File: src/rtl/osc_ctl_pkg.sv
// Shared field positions and widths of the oscillator control word.
// Assumes a 32-bit register; positions that software decodes are fixed here.
package osc_ctl_pkg;
    localparam int DATA_W   = 32;
    localparam int CAL_W    = 8;
    localparam int ADJ_W    = 5;
    localparam int EN_BIT   = 16;
    localparam int RDY_BIT  = 17;
    localparam int BYP_BIT  = 18;
    localparam int XMON_BIT = 19;
    localparam int PMON_BIT = 20;
    localparam int ADJ_LSB  = 3;
    localparam int CAL_LSB  = 8;
    localparam logic [DATA_W-1:0] RSVD_MASK = 32'hFFE0_0007;
endpackage

File: src/rtl/osc_stab_timer.sv
// Counts oscillator ticks after the enable and raises a ready flag once the
// programmed limit is reached. Assumes limit is steady while counting.
module osc_stab_timer #(
    parameter int CNT_W = 16
) (
    input  logic             clk,
    input  logic             rst_n,
    input  logic             en,
    input  logic             tick,
    input  logic [CNT_W-1:0] limit,
    output logic             ready
);
    logic [CNT_W-1:0] cnt_q;
    logic             rdy_q;

    // Count ticks while enabled and not yet ready; restart when disabled.
    always_ff @(posedge clk) begin
        if (!rst_n || !en) begin
            cnt_q <= '0;
            rdy_q <= 1'b0;
        end else if (!rdy_q) begin
            if (cnt_q >= limit) begin
                rdy_q <= 1'b1;
            end else if (tick) begin
                cnt_q <= cnt_q + 1'b1;
            end
        end
    end

    assign ready = rdy_q;


    cnt_step_chk: assert property (@(posedge clk) disable iff (!rst_n)
        (en && !rdy_q && tick && (cnt_q < limit)) |=> (cnt_q == $past(cnt_q) + 1'b1));

    rdy_late_chk: assert property (@(posedge clk) disable iff (!rst_n)
        $rose(rdy_q) |-> ($past(cnt_q) >= $past(limit)));

    rdy_drop_chk: assert property (@(posedge clk) disable iff (!rst_n)
        !en |=> !rdy_q);
endmodule

File: src/rtl/osc_trim_sum.sv
// Adds calibration byte and software adjustment and clamps the result to the
// all-ones value of the output width instead of wrapping.
module osc_trim_sum #(
    parameter int CAL_W  = 8,
    parameter int ADJ_W  = 5,
    parameter int TRIM_W = 8
) (
    input  logic [CAL_W-1:0]  cal,
    input  logic [ADJ_W-1:0]  adj,
    output logic [TRIM_W-1:0] trim
);
    localparam int SUM_W = ((CAL_W > ADJ_W) ? CAL_W : ADJ_W) + 1;
    localparam int W     = (SUM_W > TRIM_W) ? SUM_W : TRIM_W;
    localparam logic [W-1:0] LIM = W'({TRIM_W{1'b1}});

    logic [W-1:0] sum;

    // Widen both operands, add, then clamp at full scale.
    always_comb begin
        sum  = W'(cal) + W'(adj);
        trim = (sum > LIM) ? LIM[TRIM_W-1:0] : sum[TRIM_W-1:0];
    end
endmodule

File: src/rtl/osc_ctl_reg.sv
// Control word for an external oscillator and a trimmed RC oscillator.
// Applies the bypass lock, the in-use hold on the enable and the low-power
// clear; assumes source-select and low-power inputs are synchronous to clk.
module osc_ctl_reg
    import osc_ctl_pkg::*;
#(
    parameter int CNT_W  = 16,
    parameter int TRIM_W = 8
) (
    input  logic              clk,
    input  logic              rst_n,
    input  logic              wr_en,
    input  logic [DATA_W-1:0] wr_data,
    output logic [DATA_W-1:0] rd_data,
    input  logic              sys_src_ext,
    input  logic              pll_src_ext,
    input  logic              lowpwr_entry,
    input  logic              osc_tick,
    input  logic [CNT_W-1:0]  stab_limit,
    input  logic [CAL_W-1:0]  cal_value,
    output logic              ext_en,
    output logic              ext_bypass,
    output logic              ext_mon_en,
    output logic              pll_mon_en,
    output logic              ext_ready,
    output logic [TRIM_W-1:0] trim_code
);
    logic             en_q, byp_q, xmon_q, pmon_q;
    logic [CAL_W-1:0] cal_q;
    logic [ADJ_W-1:0] adj_q;
    logic             in_use;
    logic             rdy_raw;

    assign in_use = en_q && (sys_src_ext || pll_src_ext);

    // Register update with interlocks; calibration captured during reset.
    always_ff @(posedge clk) begin
        if (!rst_n) begin
            en_q   <= 1'b0;
            byp_q  <= 1'b0;
            xmon_q <= 1'b0;
            pmon_q <= 1'b0;
            adj_q  <= '0;
            cal_q  <= cal_value;
        end else begin
            if (lowpwr_entry) begin
                en_q <= 1'b0;
            end else if (wr_en && (wr_data[EN_BIT] || !in_use)) begin
                en_q <= wr_data[EN_BIT];
            end
            if (wr_en) begin
                if (!en_q) begin
                    byp_q <= wr_data[BYP_BIT];
                end
                xmon_q <= wr_data[XMON_BIT];
                pmon_q <= wr_data[PMON_BIT];
                adj_q  <= wr_data[ADJ_LSB +: ADJ_W];
            end
        end
    end

    osc_stab_timer #(.CNT_W(CNT_W)) u_timer (
        .clk   (clk),
        .rst_n (rst_n),
        .en    (en_q),
        .tick  (osc_tick),
        .limit (stab_limit),
        .ready (rdy_raw)
    );

    osc_trim_sum #(.CAL_W(CAL_W), .ADJ_W(ADJ_W), .TRIM_W(TRIM_W)) u_trim (
        .cal  (cal_q),
        .adj  (adj_q),
        .trim (trim_code)
    );

    // Ready flag is masked by the live enable so it drops in the same cycle.
    assign ext_ready  = rdy_raw && en_q;
    assign ext_en     = en_q;
    assign ext_bypass = byp_q;
    assign ext_mon_en = xmon_q;
    assign pll_mon_en = pmon_q;

    // Assemble the read word; unlisted bits stay zero.
    always_comb begin
        rd_data                      = '0;
        rd_data[EN_BIT]              = en_q;
        rd_data[RDY_BIT]             = ext_ready;
        rd_data[BYP_BIT]             = byp_q;
        rd_data[XMON_BIT]            = xmon_q;
        rd_data[PMON_BIT]            = pmon_q;
        rd_data[CAL_LSB +: CAL_W]    = cal_q;
        rd_data[ADJ_LSB +: ADJ_W]    = adj_q;
    end


    bypass_lock_chk: assert property (@(posedge clk) disable iff (!rst_n)
        (wr_en && en_q) |=> $stable(byp_q));

    en_hold_chk: assert property (@(posedge clk) disable iff (!rst_n)
        (in_use && !lowpwr_entry) |=> en_q);

    lowpwr_clr_chk: assert property (@(posedge clk) disable iff (!rst_n)
        lowpwr_entry |=> !ext_en);

    rsvd_quiet_chk: assert property (@(posedge clk) disable iff (!rst_n)
        (wr_en && ((wr_data & RSVD_MASK) != '0)) |=> ((rd_data & RSVD_MASK) == '0));

    cal_ro_chk: assert property (@(posedge clk) disable iff (!rst_n)
        (wr_en && (wr_data[CAL_LSB +: CAL_W] != cal_q)) |=> $stable(cal_q));

    rdy_ro_chk: assert property (@(posedge clk) disable iff (!rst_n)
        (wr_en && wr_data[RDY_BIT] && !ext_ready && en_q) |=> !ext_ready);

    trim_floor_chk: assert property (@(posedge clk) disable iff (!rst_n)
        wr_en |=> ({1'b0, trim_code} >= (TRIM_W+1)'(cal_q)));
endmodule

File: config.mk
export PLATFORM = sky130hd
export DESIGN_NAME = osc_ctl_reg
export DESIGN_NICKNAME = d
export VERILOG_FILES = /design/src/rtl/osc_ctl_pkg.sv /design/src/rtl/osc_stab_timer.sv /design/src/rtl/osc_trim_sum.sv /design/src/rtl/osc_ctl_reg.sv
export SDC_FILE = /design/constraint.sdc
export NUM_CORES = 1
export LEC_CHECK = 0
export ABC_CLOCK_PERIOD_IN_PS = 6500
export BUFFER_PORTS_ARGS = -buffer_cell sky130_fd_sc_hd__buf_2
export CELL_PAD_IN_SITES_DETAIL_PLACEMENT = 1
export CELL_PAD_IN_SITES_GLOBAL_PLACEMENT = 2
export CORE_ASPECT_RATIO = 0.5
export CORE_UTILIZATION = 28
export CTS_CLUSTER_DIAMETER = 80
export DETAILED_ROUTE_END_ITERATION = 6
export MAX_ROUTING_LAYER = met4
export PLACE_DENSITY = 0.94
export SLEW_MARGIN = 20
export SYNTH_ARGS = -nofsm -noshare
export SYNTH_HDL_FRONTEND = slang
export SYNTH_HIERARCHICAL = 1
export SYNTH_SLANG_ARGS = --single-unit
File: constraint.sdc
create_clock -name clk -period 6.5 [get_ports clk]
set_input_delay 0.975 -clock clk [delete_from_list [all_inputs] [get_ports clk]]
set_output_delay 0.975 -clock clk [all_outputs]
set_load 0.01 [all_outputs]
After elaboration in Yosys (flattened, before gate mapping)
Index checks and enable logic that the tools add are counted.

Register bits after elaboration: 34. Bits of input ports: 63. Logic and storage cells: 31.

Add/subtract/negate cells: 2. $lt $le $gt $ge: 2. Multiplexer cells: 3. Bitwise gates (word level): 4. Reduce and logical (&&, ||, !) cells: 12.

Operators with widths (number): 16-bit by 1-bit adder with 16-bit output (second input constant) (1); 16-bit >= comparator (1); 8-bit by 5-bit adder with 9-bit output (1); 9-bit by 8-bit greater-than comparator with 1-bit output (second input constant) (1); 8-bit 2-to-1 mux (1); 1-bit NOT (4); 1-bit logical AND (3); 1-bit zero test (3); 1-bit logical OR (3); 3-bit AND reduction (1); 1-bit 2-to-1 mux (2); 2-bit AND reduction (1); 2-bit OR reduction (1).

Depth between registers and ports, before layout
Gate-level depths: netlist of run 1.

Word-level depth: 5. Mapped depth: 10. Gate-level depth less buffers: 8.

Hierarchy
The synthesis of run 1 kept the hierarchy.

Modules (own cells, without submodules): osc_stab_timer (instances 1, cells an instance 151, area each 1246.2 um^2, seq. area each 340.3 um^2); osc_ctl_reg (instances 1, cells an instance 61, area each 729.4 um^2, seq. area each 420.4 um^2); osc_trim_sum (instances 1, cells an instance 41, area each 342.8 um^2, seq. area each 0.0 um^2).

Worst setup path after synthesis of run 1
OpenSTA, ideal clock, no wires.

Path kind: input-to-reg. From: input stab_limit[0]. To: register u_timer.cnt_q[12]. Library setup time: 70 ps. Arrival time: 2799 ps. Data required time: 6430 ps. Slack: 3631 ps. Stages: 8. Path buffers: 1. Path through: ha_1 -> nand2b_4 -> a2111oi_4 -> o21ai_2 -> a21o_1 -> buf_6 -> or4_1 -> a21oi_1.

Longest elaborated chain between the ends: 3.

RTL lines: start, declared (line osc_ctl_reg.sv:19) `input logic [CNT_W-1:0] stab_limit,`; 16-bit >= comparator (line osc_stab_timer.sv:22) `if (cnt_q >= limit) begin`; 1-bit NOT (no source line); 3-bit AND reduction (no source line); end signal, assigned (line osc_stab_timer.sv:25) `cnt_q <= cnt_q + 1'b1;`; end, declared (line osc_stab_timer.sv:13) `logic [CNT_W-1:0] cnt_q;`.

No other way between the ends. A chain may end at the register's enable or synchronous reset.

Worst setup path in the final report of run 1
From: register cal_q[0]. To: output trim_code[3].

Longest elaborated chain between the ends: 3.

RTL lines: start, declared (line osc_ctl_reg.sv:29) `logic [CAL_W-1:0] cal_q;`; start signal, assigned (line osc_ctl_reg.sv:44) `cal_q <= cal_value;`; 8-bit by 5-bit adder with 9-bit output (*) (line osc_trim_sum.sv:20) `sum = W'(cal) + W'(adj);`; 9-bit by 8-bit greater-than comparator with 1-bit output (line osc_trim_sum.sv:21) `trim = (sum > LIM) ? LIM[TRIM_W-1:0] : sum[TRIM_W-1:0];`; 8-bit 2-to-1 mux (*) (line osc_trim_sum.sv:21); end, declared (line osc_ctl_reg.sv:26) `output logic [TRIM_W-1:0] trim_code`.

Mark *: on every way between the ends. The rest lies on a longest branch, timed or not.

==> flow_metrics.py, run 1 <==
metrics = {
    "global_route": {
        "grt_pass1_wl_um": 8830,
        "grt_usage_pct": 13.3,
        "grt_pass1_vias": 1982,
        "grt_start_max_net_pins": 23,
        "antenna_found_initial": 0,
        "gr-total-overflow": 0,
    },
    "drt": {
        "drc": 0,
        "drt-total-wl_um": 5590,
        "num_vias": 2011,
        "wl_per_cell_um": 13.0,
        "ant_nets": 0,
        "dr.first_iter.drc_count": 64,
        "drt_pre_antenna_iters": 4,
        "via_per_inst": 4.67,
    },
    "yosys": {
        "yosysWarnings": 6,
        "syn_inst": 253,
        "synth_top_flop_cell": "dfxtp_1",
        "synth_area_sq_um": 2320,
        "ys_seq_elements": 34,
        "ys_async_sr_fraction_pct": 0,
        "syn-mean-instance-area_sq_um": 9.16,
        "yosys.cell_types.count": 51,
        "yosysSeqAreaShare_pct": 32.8,
        "synth-edff-count": 8,
    },
    "pwr": {
        "p_per_area_nw_per_um2": 223,
        "p_sw_share_pct": 22.6,
        "combPwrFrac_pct": 14.2,
        "switchingPower_uw": 145,
        "seq_power_share_pct": 36.2,
        "p_leak_nw": 1.29,
        "ir_drop_mv": 0.0845,
        "p_int_uw": 496,
        "power.share.clock_pct": 49.6,
    },
    "clocking": {
        "cts.htree.levels": 2,
        "cts.sinks": 34,
        "clk_pin_slew_ps": 60,
        "cts_resized": 0,
        "cts_root_buf": "clkbuf_16",
        "clk_path_buf_depth": 2,
        "holdBufCountCts": 0,
        "cts_setup_buffers": 0,
        "cts_tree": "yes",
        "numCtsBuffers": 5,
        "insertion_delay_ps": 280,
    },
    "critical_path": {
        "crit_arrival_ps": 2300,
        "crit_buf_inv": 1,
        "max_stage_delay_ps": 450,
        "endpoint_kind": "primary output",
        "slowest_stage": "fa_1",
        "worstPathCellList": "ha_1, fa_1, a211oi_2, nor2_2, o2111ai_2, o21ai_1, buf_2",
        "required_ps": 5520,
        "path_max_fanout": 5,
        "crit_family": "adder cells",
        "crit_type": "flip-flop to primary output",
        "critical_path.startpoint_type": "flip-flop",
        "r2r_setup_slack_ps": 3880,
    },
    "place": {
        "dp_hpwl_um": 4370,
        "port_buffers": 70,
        "routabilityCongestion": 0.755,
    },
    "floorplan": {
        "ios": 108,
        "start_util_pct": 29.0,
        "num_rows": 23,
        "fp.dieH_um": 66.3,
        "die_w_um": 131,
        "core_area_sq_um": 8000,
        "die-area_sq_um": 8670,
    },
    "sta": {
        "setup_viol": 0,
        "post-route-period-util_pct": 50.3,
        "rsz0062_at_grt": "no",
        "tns_ps": 0,
        "clock_skew_ps": 5.68,
        "fin_crit_ps": 3270,
        "finalMaxSlewViolations": 0,
        "finalHoldWorstSlack_ps": 504,
        "hold_viol_final": 0,
        "fmax_mhz": 306,
        "worst_slew_pin_slew_ps": 599,
        "slew_headroom_pct": 60.1,
    },
    "job": {
        "maxCapViolCount": 0,
    },
    "outcome": {
        "status": "complete, no violations",
    },
    "layout": {
        "layout-drive-gt1-share_pct": 29.5,
        "final_common_cell": "buf_2",
        "synthToLayoutAreaGrowth_pct": 24.0,
        "fin_nets": 404,
        "final_cell_mix": "buf_2, dfxtp_1, ha_1",
        "num_antenna_cells": 0,
    },
    "min_path": {
        "hold_class": "flip-flop to flip-flop",
    },
}
flip-flops by register name, summed over array words and instances, names as in the netlist:
name and count:
u_timer/ready 1, u_timer/cnt_q 16, adj_q 5, ext_en 1
cal_q 8, ext_mon_en 1, ext_bypass 1, pll_mon_en 1
Yosys cell counts, drive strengths merged (2+ instances only):
master / count / area (sq um)
a2111oi: 2 / 36.3
a211oi: 6 / 55.1
a21o: 5 / 38.8
a21oi: 19 / 95.1
a41oi: 2 / 17.5
and2: 2 / 12.5
and4: 2 / 17.5
buf: 22 / 170
clkbuf: 3 / 11.3
dfxtp: 26 / 521
edfxtp: 8 / 240
ha: 22 / 275
inv: 23 / 86.3
mux2i: 8 / 80.1
nand2: 11 / 41.3
nand2b: 4 / 32.5
nand3: 4 / 20.0
nand3b: 2 / 15.0
nand4: 5 / 31.3
nor2: 17 / 66.3
nor3: 2 / 10.0
o21a: 6 / 45.0
o21ai: 13 / 72.6
o31ai: 11 / 87.6
or3: 3 / 18.8
or4: 10 / 75.1
xnor2: 2 / 17.5
metrics by stage:
stage / cells / power, mW / worst slack (ps) / cell area [sq um] / util (%)
2_1_floorplan: 266 / 0.299 / 3630 / 2370 / -
3_3_place_gp: 423 / 0.326 / 3270 / 2680 / 33.5
3_5_place_dp: 423 / 0.328 / 3230 / 2680 / 33.5
4_1_cts: 431 / 0.650 / 3210 / 2880 / 35.9
5_1_grt: 431 / 0.671 / 3150 / 2880 / 35.9
6_report: 431 / 0.641 / 3230 / 2880 / 35.9
worst min-delay path, delay by kind of cell, from the launching register on:
kind / cells / cell delay, ps
flip-flops: 1 / 320
AO/OA/AOI/OAI: 2 / 140
power by group through the flow:
stage	Combinational [mW]	Clock, mW	Sequential [mW]
3_3_place_gp	0.0892	0	0.237
3_5_place_dp	0.0916	0	0.237
2_1_floorplan	0.0606	0	0.239
6_report	0.0909	0.318	0.232
4_1_cts	0.0921	0.326	0.232
5_1_grt	0.103	0.335	0.233
area by class of cell:
type / count / area, sq um
multi-input combinational: 184 / 1340
clock inverter: 2 / 60.1
inverter: 23 / 86.3
sequential: 34 / 761
timing repair buffer: 70 / 350
tap: 112 / 140
clock buffer: 6 / 139
fill: 982 / 5120
logic make-up after synthesis:
group / count (synthesis) / synth area share [%]
XOR/XNOR: 2 / 0.756
AO/OA/AOI/OAI: 72 / 22.6
flip-flops: 34 / 32.8
adder cells (fa/ha/maj): 23 / 12.7
other: 1 / 0.162
AND/OR/NAND/NOR: 64 / 15.3
multiplexers: 9 / 4.10
buffers and inverters: 48 / 11.5
final timing paths:
check | endpoint | from | cells after the start
max | trim_code[3] | cal_q[0] | 7
min | ext_bypass | ext_bypass | 2
max reg2reg | u_timer/cnt_q[12] | u_timer/cnt_q[0] | 8
min reg2reg | ext_bypass | ext_bypass | 2
metal layers:
layer	part of all wire, %	wire (um)	track usage, %	vias up
li1	-	-	-	1026
met1	46	2590	15.7	942
met2	49	2750	23.0	36
met3	3.2	181	2.43	7
met4	1.3	72	4.89	0
met5	0	0	-	-
(Power assumes the default switching activity.)
==> inputs of run 2 (changes only) <==
- ABC_CLOCK_PERIOD_IN_PS: 6500 -> 3300
- CORE_UTILIZATION: 28 -> 26
- PLACE_DENSITY: 0.94 -> 0.88
- clock period: 6.5 -> 3.3 ns (I/O delays scaled with it)
==> flow_metrics.py, run 2 (same netlist as run 1, synthesis figures left out) <==
metrics = {
    "critical_path": {
        "r2r_setup_slack_ps": 590,
        "crit_buf_inv": 1,
        "path_max_fanout": 3,
        "required_ps": 2800,
        "endpoint_kind": "primary output",
        "max_stage_delay_ps": 450,
        "crit_family": "adder cells",
        "crit_type": "flip-flop to primary output",
        "slowest_stage": "fa_1",
        "crit_arrival_ps": 2290,
        "reg2reg_depth": 7,
        "rr_startpoint": "u_timer/cnt_q[6]",
        "worstPathCellList": "ha_1, fa_1, a211oi_2, nor2_2, o21ai_2, mux2_4, buf_2",
        "critical_path.startpoint_type": "flip-flop",
        "r2r_end": "u_timer/cnt_q[13]",
    },
    "outcome": {
        "status": "complete, no violations",
    },
    "clocking": {
        "cts.sinks": 34,
        "cts_resized": 0,
        "cts_setup_buffers": 0,
        "clk_pin_slew_ps": 60,
        "clk_path_buf_depth": 2,
        "cts.htree.levels": 2,
        "cts_root_buf": "clkbuf_16",
        "holdBufCountCts": 0,
        "numCtsBuffers": 5,
        "cts_tree": "yes",
        "insertion_delay_ps": 280,
    },
    "global_route": {
        "antenna_found_initial": 0,
        "grt_usage_pct": 13.4,
        "grt_pass1_vias": 2131,
        "grt_pass1_wl_um": 9580,
        "grt_start_max_net_pins": 23,
        "gr-total-overflow": 0,
    },
    "layout": {
        "final_common_cell": "buf_2",
        "layout-drive-gt1-share_pct": 29.5,
        "largest_reg_flops": 16,
        "final_cell_mix": "buf_2, dfxtp_1, ha_1",
        "num_antenna_cells": 0,
        "top_regs": "u_timer/cnt_q (16), cal_q (8), adj_q (5)",
        "fin_nets": 404,
        "final_cell_count_no_fill": 431,
        "fin_util_pct": 34.5,
        "synthToLayoutAreaGrowth_pct": 23.6,
        "top_register": "u_timer/cnt_q",
    },
    "drt": {
        "wl_per_cell_um": 13.8,
        "num_vias": 2088,
        "drc": 0,
        "dr.first_iter.drc_count": 45,
        "ant_nets": 0,
        "drt_pre_antenna_iters": 4,
        "via_per_inst": 4.84,
        "drt-total-wl_um": 5960,
    },
    "sta": {
        "fin_crit_ps": 2780,
        "slew_headroom_pct": 59.7,
        "worst_slew_pin_slew_ps": 605,
        "tns_ps": 0,
        "hold_viol_final": 0,
        "post-route-period-util_pct": 84.4,
        "finalMaxSlewViolations": 0,
        "rsz0062_at_grt": "no",
        "finalHoldWorstSlack_ps": 375,
        "clock_skew_ps": 3.24,
        "setup_viol": 0,
        "setup_ws_ps": 515,
        "fmax_mhz": 359,
    },
    "place": {
        "port_buffers": 70,
        "dp_hpwl_um": 4780,
        "routabilityCongestion": 0.751,
        "placed_cells": 423,
        "pre_cts_ws_ps": 437,
    },
    "pwr": {
        "p_per_area_nw_per_um2": 426,
        "ir_drop_mv": 0.169,
        "p_leak_nw": 1.29,
    },
    "min_path": {
        "whs_endpoint": "ext_en",
        "hp-start": "lowpwr_entry",
        "hold_depth": 2,
        "hold_class": "input port to flip-flop",
    },
    "floorplan": {
        "die_w_um": 136,
        "start_util_pct": 27.9,
        "core_area_sq_um": 8320,
        "num_rows": 23,
        "ios": 108,
        "die-area_sq_um": 9320,
        "fp.dieH_um": 68.8,
    },
    "job": {
        "maxCapViolCount": 0,
    },
}
run 2: cell types whose count changed in the layout (fill, tap and decap cells not counted):
cell	previous run	this run
bufinv_16	2	1
clkbuf_16	5	6
clkbuf_8	1	0
clkinv_4	0	1
run 2: worst max path at each step:
stage                              endpoint          start  cells past startpoint
after floorplan           u_timer/cnt_q[12]  stab_limit[0]                      8
after global placement    u_timer/cnt_q[12]  stab_limit[6]                      9
after detailed placement   u_timer/cnt_q[8]  stab_limit[6]                      9
after CTS                      trim_code[6]       cal_q[0]                      7
after global routing           trim_code[4]       cal_q[0]                      7
final                          trim_code[6]       cal_q[0]                      7
run 2: per-stage QoR:
stage	power (mW)	cell area, sq um
final	1.22	2870
after global routing	1.28	2870
after CTS	1.23	2870
after floorplan	0.589	2370
after detailed placement	0.648	2680
after global placement	0.640	2680
run 2: per-layer routing:
metal | vias to the layer above | routed length [um] | global-route usage, %
met5 | - | 0 | -
met4 | 0 | 83 | 4.78
met3 | 10 | 261 | 2.19
met2 | 52 | 3100 | 26.0
met1 | 996 | 2520 | 14.2
li1 | 1030 | - | -
run 2: power breakdown:
part | leakage [nW] | internal, mW | switching [mW] | total [mW]
registers | 0.289 | 0.442 | 0.0150 | 0.457
clock network | 0.0922 | 0.403 | 0.179 | 0.583
logic | 0.907 | 0.0828 | 0.0974 | 0.180
total | 1.29 | 0.928 | 0.292 | 1.22
run 2: area by class of cell:
cell class	instances	area (sq um)
inverters	23	86.3
multi-input cells	184	1340
fillers	1010	5450
well taps	112	140
clock inverters	2	38.8
clock buffers	6	150
flip-flops and latches	34	761
repair buffers	70	350
